`config.mk`:
```
export PLATFORM = sky130hd
export DESIGN_NAME = prot_wr_guard
export DESIGN_NICKNAME = d
export VERILOG_FILES = /design/src/rtl/prw_pkg.sv /design/src/rtl/prw_decode.sv /design/src/rtl/prw_unlock.sv /design/src/rtl/prw_bank.sv /design/src/rtl/prw_status.sv /design/src/rtl/prot_wr_guard.sv
export SDC_FILE = /design/constraint.sdc
export NUM_CORES = 1
export LEC_CHECK = 0
export BUFFER_PORTS_ARGS = -buffer_cell sky130_fd_sc_hd__buf_2
export CAP_MARGIN = 20
export CORE_UTILIZATION = 62
export CTS_CLUSTER_DIAMETER = 150
export DETAILED_ROUTE_END_ITERATION = 6
export HOLD_SLACK_MARGIN = 0.02
export PLACE_DENSITY = 0.93
export SETUP_SLACK_MARGIN = 0.05
export SYNTH_ARGS = -nofsm -noshare
export SYNTH_HDL_FRONTEND = slang
export SYNTH_SLANG_ARGS = --single-unit
```
`constraint.sdc`:
```
create_clock -name clk -period 2.3 [get_ports clk]
set_clock_uncertainty 0.05 [all_clocks]
set_input_delay 0.46 -clock clk [delete_from_list [all_inputs] [get_ports clk]]
set_output_delay 0.46 -clock clk [all_outputs]
set_load 0.01 [all_outputs]
```
`src/rtl/prw_pkg.sv`:
```
package prw_pkg;
  typedef enum logic [1:0] {
    OP_PUT = 2'd0,
    OP_SET = 2'd1,
    OP_CLR = 2'd2,
    OP_INV = 2'd3
  } wr_op_e;
endpackage

```
`src/rtl/prw_decode.sv`:
```
module prw_decode #(
  parameter int ADDR_W     = 4,
  parameter int N_GUARD    = 4,
  parameter int GUARD_BASE = 0,
  parameter int STAT_ADDR  = 4,
  parameter int CMD_ADDR   = 5
) (
  input  logic [ADDR_W-1:0]  addr,
  output logic [N_GUARD-1:0] hit_guard,
  output logic               hit_stat,
  output logic               hit_cmd
);
  for (genvar i = 0; i < N_GUARD; i++) begin : g_hit
    assign hit_guard[i] = (addr == ADDR_W'(GUARD_BASE + i));
  end
  assign hit_stat = (addr == ADDR_W'(STAT_ADDR));
  assign hit_cmd  = (addr == ADDR_W'(CMD_ADDR));
endmodule

```
`src/rtl/prw_unlock.sv`:
```
module prw_unlock (
  input  logic clk,
  input  logic rst_n,
  input  logic wr_en,
  input  logic hit_cmd,
  output logic armed_q
);
  logic armed_d;

  always_comb begin
    armed_d = armed_q;
    if (wr_en) armed_d = hit_cmd;
  end

  always_ff @(posedge clk or negedge rst_n) begin
    if (!rst_n) armed_q <= 1'b0;
    else        armed_q <= armed_d;
  end
endmodule

```
`src/rtl/prw_bank.sv`:
```
module prw_bank
  import prw_pkg::*;
#(
  parameter int                        DATA_W   = 8,
  parameter int                        N_GUARD  = 4,
  parameter logic [N_GUARD*DATA_W-1:0] RST_VALS = '0
) (
  input  logic                      clk,
  input  logic                      rst_n,
  input  logic                      accept,
  input  logic [N_GUARD-1:0]        hit_guard,
  input  logic [1:0]                wr_op,
  input  logic [DATA_W-1:0]         wr_data,
  output logic [N_GUARD*DATA_W-1:0] bank_q
);
  for (genvar i = 0; i < N_GUARD; i++) begin : g_reg
    logic [DATA_W-1:0] cur_q;
    logic [DATA_W-1:0] cur_d;
    logic              en;

    assign en = accept & hit_guard[i];

    always_comb begin
      cur_d = cur_q;
      if (en) begin
        case (wr_op_e'(wr_op))
          OP_PUT:  cur_d = wr_data;
          OP_SET:  cur_d = cur_q | wr_data;
          OP_CLR:  cur_d = cur_q & ~wr_data;
          default: cur_d = cur_q ^ wr_data;
        endcase
      end
    end

    always_ff @(posedge clk or negedge rst_n) begin
      if (!rst_n) cur_q <= RST_VALS[i*DATA_W +: DATA_W];
      else        cur_q <= cur_d;
    end

    assign bank_q[i*DATA_W +: DATA_W] = cur_q;
  end
endmodule

```
`src/rtl/prw_status.sv`:
```
module prw_status (
  input  logic clk,
  input  logic rst_n,
  input  logic illegal,
  input  logic clr_req,
  output logic err_q
);
  logic err_d;

  always_comb begin
    err_d = err_q;
    if (illegal)      err_d = 1'b1;
    else if (clr_req) err_d = 1'b0;
  end

  always_ff @(posedge clk or negedge rst_n) begin
    if (!rst_n) err_q <= 1'b0;
    else        err_q <= err_d;
  end
endmodule

```
`src/rtl/prot_wr_guard.sv`:
```
module prot_wr_guard #(
  parameter int                        ADDR_W     = 4,
  parameter int                        DATA_W     = 8,
  parameter int                        N_GUARD    = 4,
  parameter int                        GUARD_BASE = 0,
  parameter int                        STAT_ADDR  = 4,
  parameter int                        CMD_ADDR   = 5,
  parameter int                        ERR_BIT    = 0,
  parameter logic [N_GUARD*DATA_W-1:0] RST_VALS   = 32'h801F_0300
) (
  input  logic              clk,
  input  logic              rst_n,
  input  logic [ADDR_W-1:0] addr,
  input  logic              wr_en,
  input  logic [1:0]        wr_op,
  input  logic [DATA_W-1:0] wr_data,
  input  logic              rd_en,
  output logic [DATA_W-1:0] rd_data
);
  logic [N_GUARD-1:0]        hit_guard;
  logic                      hit_stat;
  logic                      hit_cmd;
  logic                      armed_q;
  logic                      guard_wr;
  logic                      accept;
  logic                      illegal;
  logic                      clr_req;
  logic                      err_q;
  logic [N_GUARD*DATA_W-1:0] bank_q;
  logic [DATA_W-1:0]         rd_d;
  logic [DATA_W-1:0]         rd_q;

  prw_decode #(
    .ADDR_W(ADDR_W), .N_GUARD(N_GUARD), .GUARD_BASE(GUARD_BASE),
    .STAT_ADDR(STAT_ADDR), .CMD_ADDR(CMD_ADDR)
  ) u_dec (
    .addr(addr), .hit_guard(hit_guard), .hit_stat(hit_stat), .hit_cmd(hit_cmd)
  );

  prw_unlock u_unl (
    .clk(clk), .rst_n(rst_n), .wr_en(wr_en), .hit_cmd(hit_cmd), .armed_q(armed_q)
  );

  assign guard_wr = wr_en & (|hit_guard);
  assign accept   = guard_wr & armed_q;
  assign illegal  = guard_wr & ~armed_q;
  assign clr_req  = wr_en & hit_stat & wr_data[ERR_BIT];

  prw_bank #(
    .DATA_W(DATA_W), .N_GUARD(N_GUARD), .RST_VALS(RST_VALS)
  ) u_bank (
    .clk(clk), .rst_n(rst_n), .accept(accept), .hit_guard(hit_guard),
    .wr_op(wr_op), .wr_data(wr_data), .bank_q(bank_q)
  );

  prw_status u_stat (
    .clk(clk), .rst_n(rst_n), .illegal(illegal), .clr_req(clr_req), .err_q(err_q)
  );

  always_comb begin
    rd_d = rd_q;
    if (rd_en) begin
      rd_d = '0;
      for (int i = 0; i < N_GUARD; i++) begin
        if (hit_guard[i]) rd_d = bank_q[i*DATA_W +: DATA_W];
      end
      if (hit_stat) rd_d[ERR_BIT] = err_q;
    end
  end

  always_ff @(posedge clk or negedge rst_n) begin
    if (!rst_n) rd_q <= '0;
    else        rd_q <= rd_d;
  end

  assign rd_data = rd_q;
endmodule


```
After elaboration in Yosys (flattened, before gate mapping)
Index checks and enable logic that the tools add are counted.
{"block": "word_totals", "output_inout_bits": 8, "inputBits": 18, "elab_cells": 52, "regBits": 42}
{"block": "classes", "mux": 11, "reduce_logical": 4, "n_bitwise": 23, "n_eq_ne": 7}
{"operator": "case mux 8 bit (3 select lines)", "count": 4}
{"operator": "bitwise AND 8 bit", "count": 4}
{"operator": "two-way mux 8 bit", "count": 4}
{"operator": "OR 8 bit", "count": 4}
{"operator": "bitwise XOR 8 bit", "count": 4}
{"operator": "bitwise AND 1 bit", "count": 9}
{"operator": "equality test 4 x 2 -> 1 bit (second input constant)", "count": 2}
{"operator": "equality test 4 x 3 -> 1 bit (second input constant)", "count": 2}
{"operator": "inverter 8 bit", "count": 1}
{"operator": "equality test 4 x 1 -> 1 bit (second input constant)", "count": 1}
{"operator": "logical NOT 4 bit", "count": 1}
{"operator": "OR reduction 4 bit", "count": 1}
{"operator": "two-way mux 1 bit", "count": 3}
{"operator": "equality test 2 x 1 -> 1 bit (second input constant)", "count": 1}
{"operator": "equality test 2 bit (second input constant)", "count": 1}
{"operator": "logical NOT 2 bit", "count": 1}
{"operator": "nonzero test 2 bit", "count": 1}
{"operator": "inverter 1 bit", "count": 1}

Depth between registers and ports, before layout
Gate-level depths: netlist of the first run.
{"block": "logic_depth", "word_depth": 6, "depth_mapped": 5, "mapped_depth_nobuf": 5}

Cells and area by module
From an unflattened synthesis of the first run, not the netlist that was laid out.
{"block": "unflattened", "hier_cells": 379, "hier_area_um2": 3701.0}
{"module": "prw_bank", "cells_per_inst": 294, "n_inst": 1, "area_per_inst_um2": 2917.8, "seq_area_each_um2": 810.8}
{"module": "prot_wr_guard", "cells_per_inst": 74, "n_inst": 1, "area_per_inst_um2": 649.4, "seq_area_each_um2": 200.2}
{"module": "prw_decode", "cells_per_inst": 6, "n_inst": 1, "area_per_inst_um2": 57.6, "seq_area_each_um2": 0.0}
{"module": "prw_unlock", "cells_per_inst": 2, "n_inst": 1, "area_per_inst_um2": 40.0, "seq_area_each_um2": 25.0}
{"module": "prw_status", "cells_per_inst": 3, "n_inst": 1, "area_per_inst_um2": 36.3, "seq_area_each_um2": 25.0}

Worst setup path after synthesis of the first run
OpenSTA, ideal clock, no wires.
{"block": "synth_timing", "path_kind": "input-to-reg", "from": "input wr_data[5]", "to": "register u_bank.g_reg[1].cur_q[5]", "t_arrival_ns": 1.599, "n_path_buf": 0, "cell_stages": 4, "setup_ns": 0.128, "path_slack_ns": 0.524, "cell_sequence": "inv_1 ha_1 mux4_2 mux2_1"}
{"block": "synth_via", "elab_chain_cells": 3}
{"item": "from (decl)", "line": "prot_wr_guard.sv:16", "rtl": "input logic [DATA_W-1:0] wr_data,"}
{"item": "inverter 8 bit", "line": "prw_bank.sv:29", "rtl": "OP_CLR: cur_d = cur_q & ~wr_data;"}
{"item": "bitwise AND 8 bit", "line": "prw_bank.sv:29"}
{"item": "case mux 8 bit (3 select lines) (*)", "line": "prw_bank.sv:26", "rtl": "case (wr_op_e'(wr_op))"}
{"item": "to (signal assigned)", "line": "prw_bank.sv:36", "rtl": "if (!rst_n) cur_q <= RST_VALS[i*DATA_W +: DATA_W];"}
{"item": "to (signal assigned)", "line": "prw_bank.sv:37", "rtl": "else cur_q <= cur_d;"}
{"item": "to (decl)", "line": "prw_bank.sv:17", "rtl": "logic [DATA_W-1:0] cur_q;"}
Every way passes the cells marked *; elsewhere a longest branch is shown, timed or not.
A chain may end at the register's enable or synchronous reset.

Worst setup path in the final report of the first run
{"block": "layout_timing", "from": "input wr_data[0]", "to": "register u_bank.g_reg[0].cur_q[0]"}
{"block": "layout_via", "elab_chain_cells": 3}
{"item": "inverter 8 bit", "line": "prw_bank.sv:29"}
{"item": "bitwise AND 8 bit", "line": "prw_bank.sv:29"}
{"item": "case mux 8 bit (3 select lines) (*)", "line": "prw_bank.sv:26"}
{"item": "to (signal assigned)", "line": "prw_bank.sv:36"}
{"item": "to (signal assigned)", "line": "prw_bank.sv:37"}
{"item": "to (decl)", "line": "prw_bank.sv:17"}
Marked as above.

==> qor.yml, run 1 <==
synthesis:
  post-synth-top-area-cell: "dfrtp_1"
  synthArstFlopShare_pct: 100
  synth_nets: 394
  synth_edf_count: 0
  ys.flop_type: "dfrtp_1"
  yosysUniqueCellTypes: 31
  synth_seq_area_share_pct: 28.0
  synth_top_area_share_pct: 22.4
  syn_inst: 312
  synth_area_leaders: "dfrtp_1, mux4_2, ha_1"
  ys_seq_elements: 42
  syn_avg_cell_area_um2: 12.2
  yosysWarningCount: 0
  netlist_area_mm2: 0.00379
flow_run:
  drv_cap: 0
clocking:
  clk_latency_ns: 0.30
  cts_setup_buffers: 0
  root_buffer: "clkbuf_8"
  hold_buffers: 1
  clock_sinks: 42
  ctsHtreeMaxLevel: 2
  cts_tree: "yes"
  numCtsBuffers: 5
  path_clk_slew_ns: 0.08
  clk_path_buf_depth: 2
  cts_resized: 0
floorplan:
  die_w_um: 80.2
  rows: 28
  dieArea_mm2: 0.00643
  ios: 26
  start_util_pct: 64.1
  core_mm2: 0.00592
  die_h_um: 80.2
worst_setup_path:
  slowest_stage: "mux4_2"
  crit_type: "in -> reg"
  endpoint_kind: "register"
  startpoint_type: "input port"
  crit_required_ns: 2.42
  r2r_end: "u_bank.g_reg[2].cur_q[3]"
  crit_end: "u_bank.g_reg[0].cur_q[0]"
  rrSetupSlack_ns: 0.55
  critPathTopFamily: "multiplexers"
  cp.depth: 5
  max_stage_delay_ns: 0.47
  cp_max_fo: 8
  path_buf_inv: 2
  crit_chain: "buf_2 > inv_1 > ha_1 > mux4_2 > mux2_2"
  r2r_start: "u_bank.g_reg[2].cur_q[3]"
  startpoint: "wr_data[0]"
  arrival_ns: 1.91
  rr_worst_depth: 4
power:
  swShare_pct: 28.8
  internal-power_uw: 1190
  p_per_area_mw_per_mm2: 413
  vdd_ir_drop_max_mv: 0.300
  p_comb_share_pct: 23.5
  p_seq_share_pct: 49.1
  power.share.clock_pct: 27.4
  p_leak_uw: 0.00204
  finalPower_uw: 1680
  p_switching_uw: 483
sta:
  rsz0062_at_grt: "false"
  hold_viol: 0
  max_freq_mhz: 561
  setup_violations: 0
  period_share_pct: 77.5
  max_slew.worst_pin.slew_ns: 0.554
  period_minus_slack_ns: 1.78
  relSlewSlack_pct: 62.9
  drv_slew: 0
  fin_setup_tns_ns: 0
detailed_routing:
  vias: 2418
  wl_um: 7250
  firstDrtPassIters: 4
  drc_errors: 0
  final_antenna_net_count: 0
  routedWlPerCell_um: 17.7
  first_iter_violations: 127
  via_per_inst: 5.91
min_path:
  worstHoldPathCells: 2
  min_path_type: "in -> reg"
final_layout:
  final_nets: 416
  drive_above_1_share_pct: 35.9
  final_util_pct: 68.6
  syn_to_final_growth_pct: 7.13
  fillers: 400
  diodes: 0
global_routing:
  grt-ovfl-total: 0
  grt_max_degree: 40
  grt_pass1_vias: 2498
  antenna_found_initial: 0
  grt_usage_pct: 25.2
  grt_pass1_wl_um: 12100
run_status:
  outcome: "finished clean"
placement:
  dp_hpwl_um: 5270
  place.gp.congestion: 0.815
  io_buffers: 25
==> final cells by class <==
cell class / instances / area [µm²] / area share (%)
Multi-Input combinational cell: 176 / 2340 / 57.6
Sequential cell: 42 / 1060 / 26.1
Inverter: 78 / 293 / 7.21
Timing Repair Buffer: 31 / 198 / 4.87
Tap cell: 75 / 93.8 / 2.31
Clock buffer: 5 / 68.8 / 1.69
Clock inverter: 2 / 10.0 / 0.246
==> how the worst min path moves through the flow <==
stage,from,endpoint,slack [ns]
floorplan,rst_n,rd_data[0],0.11
global placement,rst_n,u_bank.g_reg[1].cur_q[7],0.21
CTS,wr_en,u_unl.armed_q,0.34
global route,wr_en,u_unl.armed_q,0.35
detailed placement,rst_n,rd_data[5],0.22
finish,wr_en,u_unl.armed_q,0.34
==> power groups by stage <==
| stage | logic [µW] | registers (µW) | clock network [µW] |
|---|---|---|---|
| after detailed placement | 395 | 837 | 0 |
| after global placement | 360 | 832 | 0 |
| after CTS | 399 | 823 | 465 |
| after global routing | 437 | 830 | 509 |
| final | 394 | 823 | 460 |
| after floorplan | 288 | 826 | 0 |
==> Yosys cell counts (3+ instances only) <==
cell and count:
inv_1 78, ha_1 64, mux4_2 37, dfrtp_1 34
mux2_2 25, buf_2 8, dfstp_2 8, mux2_4 8
nand3_1 7, o21ai_0 7, nor2_1 5, buf_4 4
a31oi_1 3
==> registers in the layout, summed over array words and instances (netlist names) <==
| signal | cells |
|---|---|
| u_stat.err_q | 1 |
| rd_data | 8 |
| u_unl.armed_q | 1 |
| u_bank.g.cur_q | 32 |
==> logic make-up after synthesis <==
kind of cell / share of synthesized area, %
simple gates: 4.75
compound gates: 2.64
mux: 33.2
flops: 28.0
fa+ha+maj: 21.1
buf+inv: 10.4
==> cells in the final DEF, fill, tap and decap left out, types with 5 or more instances in the layout <==
cell       n
inv_1     78
clkbuf_8   5
mux2_2    25
o21ai_0    7
buf_2     25
dfstp_2    8
nor2_1     5
mux4_2    37
ha_1      64
dfrtp_1   34
nand3_1    7
mux2_4     8
==> per-layer routing <==
metal  track usage, %  up-vias  wire [µm]
met5                0        -          0
met4             6.79        0         97
met3             3.98        9        318
met2             44.1       69       3660
met1             32.4     1223       3170
li1                 -     1117          -
==> stage by stage <==
step / setup WS [ns] / cell area [µm²] / std cells / hold WS (ns)
after floorplan: 0.524 / 3790 / 312 / 0.114
after global placement: 0.320 / 3970 / 401 / 0.210
after detailed placement: 0.242 / 3970 / 401 / 0.219
after CTS: 0.533 / 4060 / 409 / 0.337
after global routing: 0.498 / 4060 / 409 / 0.354
final: 0.517 / 4060 / 409 / 0.342
No activity file was read; power rests on OpenSTA's default activity.
==> run 2: changes to the inputs <==
- clock period: 2.3 -> 1.83 ns (I/O delays scaled with it)
==> run 2 against run 1 <==
Register-to-register slack worse by 0.46 ns. Worst setup slack worse by 0.43 ns. Largest cell class unchanged. Largest power group unchanged. Non-clock buffer count is 26 higher. Total power is 34% higher. Routed wire length is 12% higher. Clock-buffer cell count is 2 higher. First-iteration DRC count is 52% higher.
==> qor.yml, run 2 (synthesis gave the netlist of run 1 again) <==
power:
  power.share.clock_pct: 29.0  # +1.6 points
  p_switching_uw: 653  # +35%
  internal-power_uw: 1600  # +34%
  finalPower_uw: 2250  # +34%
  p_seq_share_pct: 46.1  # -3.0 points
  p_leak_uw: 0.00219  # +7.4%
  vdd_ir_drop_max_mv: 0.572  # +91%
  p_per_area_mw_per_mm2: 520  # +26%
  p_comb_share_pct: 25.0  # +1.5 points
  swShare_pct: 29.0  # +0.22 points
global_routing:
  grt_pass1_vias: 2748  # +10%
  grt_pass1_wl_um: 13200  # +9.2%
  grt_max_degree: 23  # -43%
  grt-ovfl-total: 0  # unchanged
  antenna_found_initial: 0  # unchanged
  grt_usage_pct: 27.7  # +2.5 points
worst_setup_path:
  arrival_ns: 1.93  # +0.02 ns
  crit_required_ns: 2.02  # -0.40 ns
  rr_worst_depth: 4  # unchanged
  crit_type: "reg -> reg"
  startpoint_type: "register"
  cp_max_fo: 4  # -4
  endpoint_kind: "register"
min_path:
  worstHoldPathCells: 2  # unchanged
  min_path_type: "in -> reg"
detailed_routing:
  firstDrtPassIters: 4  # unchanged
  final_antenna_net_count: 0  # unchanged
  wl_um: 8120  # +12%
  drc_errors: 0  # unchanged
  routedWlPerCell_um: 18.6  # +5.0%
  via_per_inst: 5.91  # -0.10%
  first_iter_violations: 193  # +52%
  vias: 2575  # +6.5%
final_layout:
  top_register: "u_bank.g.cur_q"
  final_cell_mix: "inv_1, ha_1, mux4_2, dfrtp_1, buf_4"
  regArea_mm2: 0.00106  # unchanged
  fillers: 358  # -11%
  final_util_pct: 73.0  # +4.4 points
  layout_commonest_cell: "inv_1"
  multi_input_area_mm2: 0.00235  # +0.70%
  syn_to_final_growth_pct: 14.0
  final_nets: 442  # +6.3%
  drive_above_1_share_pct: 40.7  # +4.8 points
  diodes: 0  # unchanged
  largest_reg_flops: 32  # unchanged
sta:
  rsz0062_at_grt: "true"
  relSlewSlack_pct: 64.1  # +1.2 points
  hold_viol: 0  # unchanged
  period_minus_slack_ns: 1.74
  max_slew.worst_pin.slew_ns: 0.539  # -0.0153 ns
  setup_violations: 0  # unchanged
  period_share_pct: 95.3
  drv_slew: 0  # unchanged
  max_freq_mhz: 573
clocking:
  clk_latency_ns: 0.31  # about the same
  clock_sinks: 42  # unchanged
  root_buffer: "clkbuf_8"
  cts_tree: "yes"
  numCtsBuffers: 5  # unchanged
  clk_path_buf_depth: 2  # unchanged
  ctsHtreeMaxLevel: 2  # unchanged
  path_clk_slew_ns: 0.08  # about the same
floorplan:
  ios: 26  # unchanged
  start_util_pct: 64.1  # unchanged
  core_mm2: 0.00592  # unchanged
  dieArea_mm2: 0.00643  # unchanged
  die_w_um: 80.2  # unchanged
  die_h_um: 80.2  # unchanged
  rows: 28  # unchanged
placement:
  dp_hpwl_um: 5870  # +12%
  io_buffers: 25  # unchanged
  place.gp.congestion: 0.834  # +2.3%
flow_run:
  drv_cap: 0  # unchanged
run_status:
  outcome: "finished clean"
run 2: final timing paths:
check | startpoint | slack (ns) | end
max reg2reg | u_bank.g_reg[3].cur_q[7] | 0.09 | u_bank.g_reg[3].cur_q[7]
max in group asynchronous | rst_n | 0.63 | u_bank.g_reg[1].cur_q[1]
max | u_bank.g_reg[3].cur_q[7] | 0.09 | u_bank.g_reg[3].cur_q[7]
min reg2reg | u_stat.err_q | 0.47 | u_stat.err_q
min | wr_en | 0.25 | u_unl.armed_q
min in group asynchronous | rst_n | 0.52 | rd_data[4]
run 2: layer usage:
metal | share of wire, % | GRT usage (%)
met3 | 3.8 | 3.30
met4 | 2.9 | 12.1
met5 | 0 | 0
met1 | 42 | 34.7
met2 | 52 | 48.0
run 2: per-stage QoR:
stage | setup WS, ns | area [µm²] | hold slack (ns) | instances | setup TNS (ns)
floorplan | 0.148 | 3790 | 0.0204 | 312 | 0
global placement | -0.00254 | 4180 | 0.312 | 424 | -0.00254
detailed placement | -0.0688 | 4180 | 0.324 | 424 | -0.590
CTS | 0.0659 | 4290 | 0.254 | 433 | 0
global route | 0.0367 | 4320 | 0.267 | 436 | 0
finish | 0.0852 | 4320 | 0.246 | 436 | 0
run 2: worst max-delay path, cell delays in order (launching register included):
cell and delay, ns:
dfstp_2 0.56, inv_1 0.06, ha_1 0.27, mux4_2 0.46, mux2_4 0.28
run 2: what timing repair did:
item | in CTS | in global routing
hold buffers | 1 | 0
resized for setup | 0 | 2
hold endpoints to repair | 18 | 0
setup endpoints to repair | 0 | 4
buffers inserted | 0 | 3
run 2: power by group through the flow:
stage | sequential (µW) | combinational, µW | clock [µW]
after floorplan | 1040 | 361 | 0
after global placement | 1040 | 500 | 0
after detailed placement | 1050 | 549 | 0
after CTS | 1040 | 557 | 645
after global routing | 1040 | 621 | 687
final | 1040 | 561 | 651
run 2: area by class of cell:
type	count	area share [%]
clock inverter	1	0.116
clock buffer	7	2.00
sequential	42	24.5
tap	75	2.17
multi-input combinational	176	54.5
inverter	78	6.77
timing repair buffer	57	9.95
==> run 3: changes to the inputs <==
- REMOVE_ABC_BUFFERS: not set -> 1
==> run 3 against run 2 <==
Via count increased by 5.1%. Final area about the same. Highest routed layer unchanged. Die area unchanged. Total power hardly changed.
==> qor.yml, run 3 (synthesis gave the netlist of run 1 again) <==
run_status:
  outcome: "finished clean"
power:
  vdd_ir_drop_max_mv: 0.537  # -6.1%
  internal-power_uw: 1590  # about the same
  p_comb_share_pct: 25.5  # +0.5 points
  swShare_pct: 29.2  # +0.12 points
  p_switching_uw: 656  # +0.47%
  finalPower_uw: 2250  # about the same
  p_per_area_mw_per_mm2: 520  # +0.10%
  p_leak_uw: 0.00219  # about the same
  p_seq_share_pct: 46.0  # about the same
  power.share.clock_pct: 28.4  # -0.6 points
global_routing:
  antenna_found_initial: 0  # unchanged
  grt_max_degree: 24  # +4.3%
  grt_pass1_wl_um: 13200  # unchanged
  grt-ovfl-total: 0  # unchanged
  grt_usage_pct: 27.8  # +0.064 points
  grt_pass1_vias: 2688  # -2.2%
placement:
  dp_slack_ns: -0.0750  # -0.00618 ns
  dp_hpwl_um: 5790  # -1.4%
  io_buffers: 25  # unchanged
  place.gp.congestion: 0.786  # -5.7%
  place_area_mm2: 0.00418  # -0.12%
clocking:
  clk_latency_ns: 0.31  # about the same
  clk_path_buf_depth: 2  # unchanged
  ctsHtreeMaxLevel: 2  # unchanged
  root_buffer: "clkbuf_8"
  path_clk_slew_ns: 0.08  # about the same
  cts_tree: "yes"
  numCtsBuffers: 5  # unchanged
  clock_sinks: 42  # unchanged
final_layout:
  largest_reg_flops: 32  # unchanged
  syn_to_final_growth_pct: 14.0  # about the same
  final_cell_mix: "inv_1, ha_1, mux4_2, dfrtp_1, buf_4"
  drive_above_1_share_pct: 41.4  # +0.72 points
  top_register: "u_bank.g.cur_q"
  final_nets: 443  # +0.23%
  layout_commonest_cell: "inv_1"
  final_util_pct: 73.0  # about the same
  diodes: 0  # unchanged
  fin_area_mm2: 0.00432  # about the same
worst_setup_path:
  r2r_start: "u_bank.g_reg[3].cur_q[1]"
  crit_type: "reg -> reg"
  startpoint: "u_bank.g_reg[3].cur_q[1]"
  cp_max_fo: 4  # unchanged
  rrSetupSlack_ns: 0.02  # -0.07 ns
  arrival_ns: 1.96  # +0.03 ns
  crit_required_ns: 1.97  # -0.05 ns
  endpoint_kind: "register"
  startpoint_type: "register"
sta:
  drv_slew: 0  # unchanged
  setup_violations: 0  # unchanged
  max_slew.worst_pin.slew_ns: 0.592  # +0.0528 ns
  hold_viol: 0  # unchanged
  fin_setup_tns_ns: 0  # unchanged
  period_minus_slack_ns: 1.81  # +0.0697 ns
  max_freq_mhz: 551  # -3.8%
  period_share_pct: 99.2  # +3.8 points
  finalWorstSetupSlack_ns: 0.0155  # -0.0697 ns
  relSlewSlack_pct: 60.2  # -3.9 points
floorplan:
  rows: 28  # unchanged
  die_h_um: 80.2  # unchanged
  core_mm2: 0.00592  # unchanged
  ios: 26  # unchanged
  dieArea_mm2: 0.00643  # unchanged
  die_w_um: 80.2  # unchanged
  start_util_pct: 64.1  # unchanged
detailed_routing:
  vias: 2706  # +5.1%
  first_iter_violations: 259  # +34%
  via_per_inst: 6.19  # +4.8%
  wl_um: 8670  # +6.8%
  final_antenna_net_count: 0  # unchanged
  drc_errors: 0  # unchanged
  firstDrtPassIters: 7  # +3
  routedWlPerCell_um: 19.8  # +6.5%
flow_run:
  drv_cap: 0  # unchanged
min_path:
  hp-start: "wr_en"
  min_path_type: "in -> reg"
==> run 3: changes by cell type in the layout (fill, tap and decap cells not counted), sizes merged <==
cell	delta
buf	+1
clkbuf	-1
clkinvlp	+1
==> run 3: through the flow <==
step	std cells	hold slack, ns
after floorplan	296	0.0204
after global placement	425	0.296
after detailed placement	425	0.296
after CTS	434	0.262
after global routing	437	0.283
final	437	0.268
==> run 3: area by class of cell <==
type	count	area [µm²]
fillers	347	1600
clock inverters	2	12.5
inverters	78	293
clock buffers	6	82.6
repair buffers	58	425
flip-flops and latches	42	1060
well taps	75	93.8
multi-input cells	176	2350
==> run 3: routing by layer <==
metal  vias to the layer above  track usage [%]  part of all wire [%]
li1                       1181                -                     -
met1                      1346             34.3                    39
met2                       149             48.3                    52
met3                        30             3.41                   6.3
met4                         0             12.9                   3.1
met5                         -                0                     0
==> run 3: power by group through the flow <==
stage	Clock (µW)	Combinational, µW	Sequential [µW]
6_report	640	574	1040
5_1_grt	680	632	1040
3_5_place_dp	0	545	1050
3_3_place_gp	0	500	1050
2_1_floorplan	0	305	1040
4_1_cts	643	555	1040
==> run 3: worst paths after layout <==
check,to,cells past startpoint
max,u_bank.g_reg[3].cur_q[1],4
min reg2reg,u_stat.err_q,1
min,u_unl.armed_q,2
min in group asynchronous,rd_data[4],2
max reg2reg,u_bank.g_reg[3].cur_q[1],4
max in group asynchronous,u_bank.g_reg[1].cur_q[0],3
==> run 3: repair_timing <==
action	CTS	global route
endpoints found under the setup margin	0	3
hold buffers	1	0
hold endpoints to repair	16	0
setup buffers	0	3
gates resized for setup	0	3
==> run 3: worst max-delay path, stage by stage (launching register included) <==
cell and delay [ns]:
dfrtp_1 0.47, inv_1 0.12, ha_1 0.31, mux4_2 0.48
mux2_4 0.28
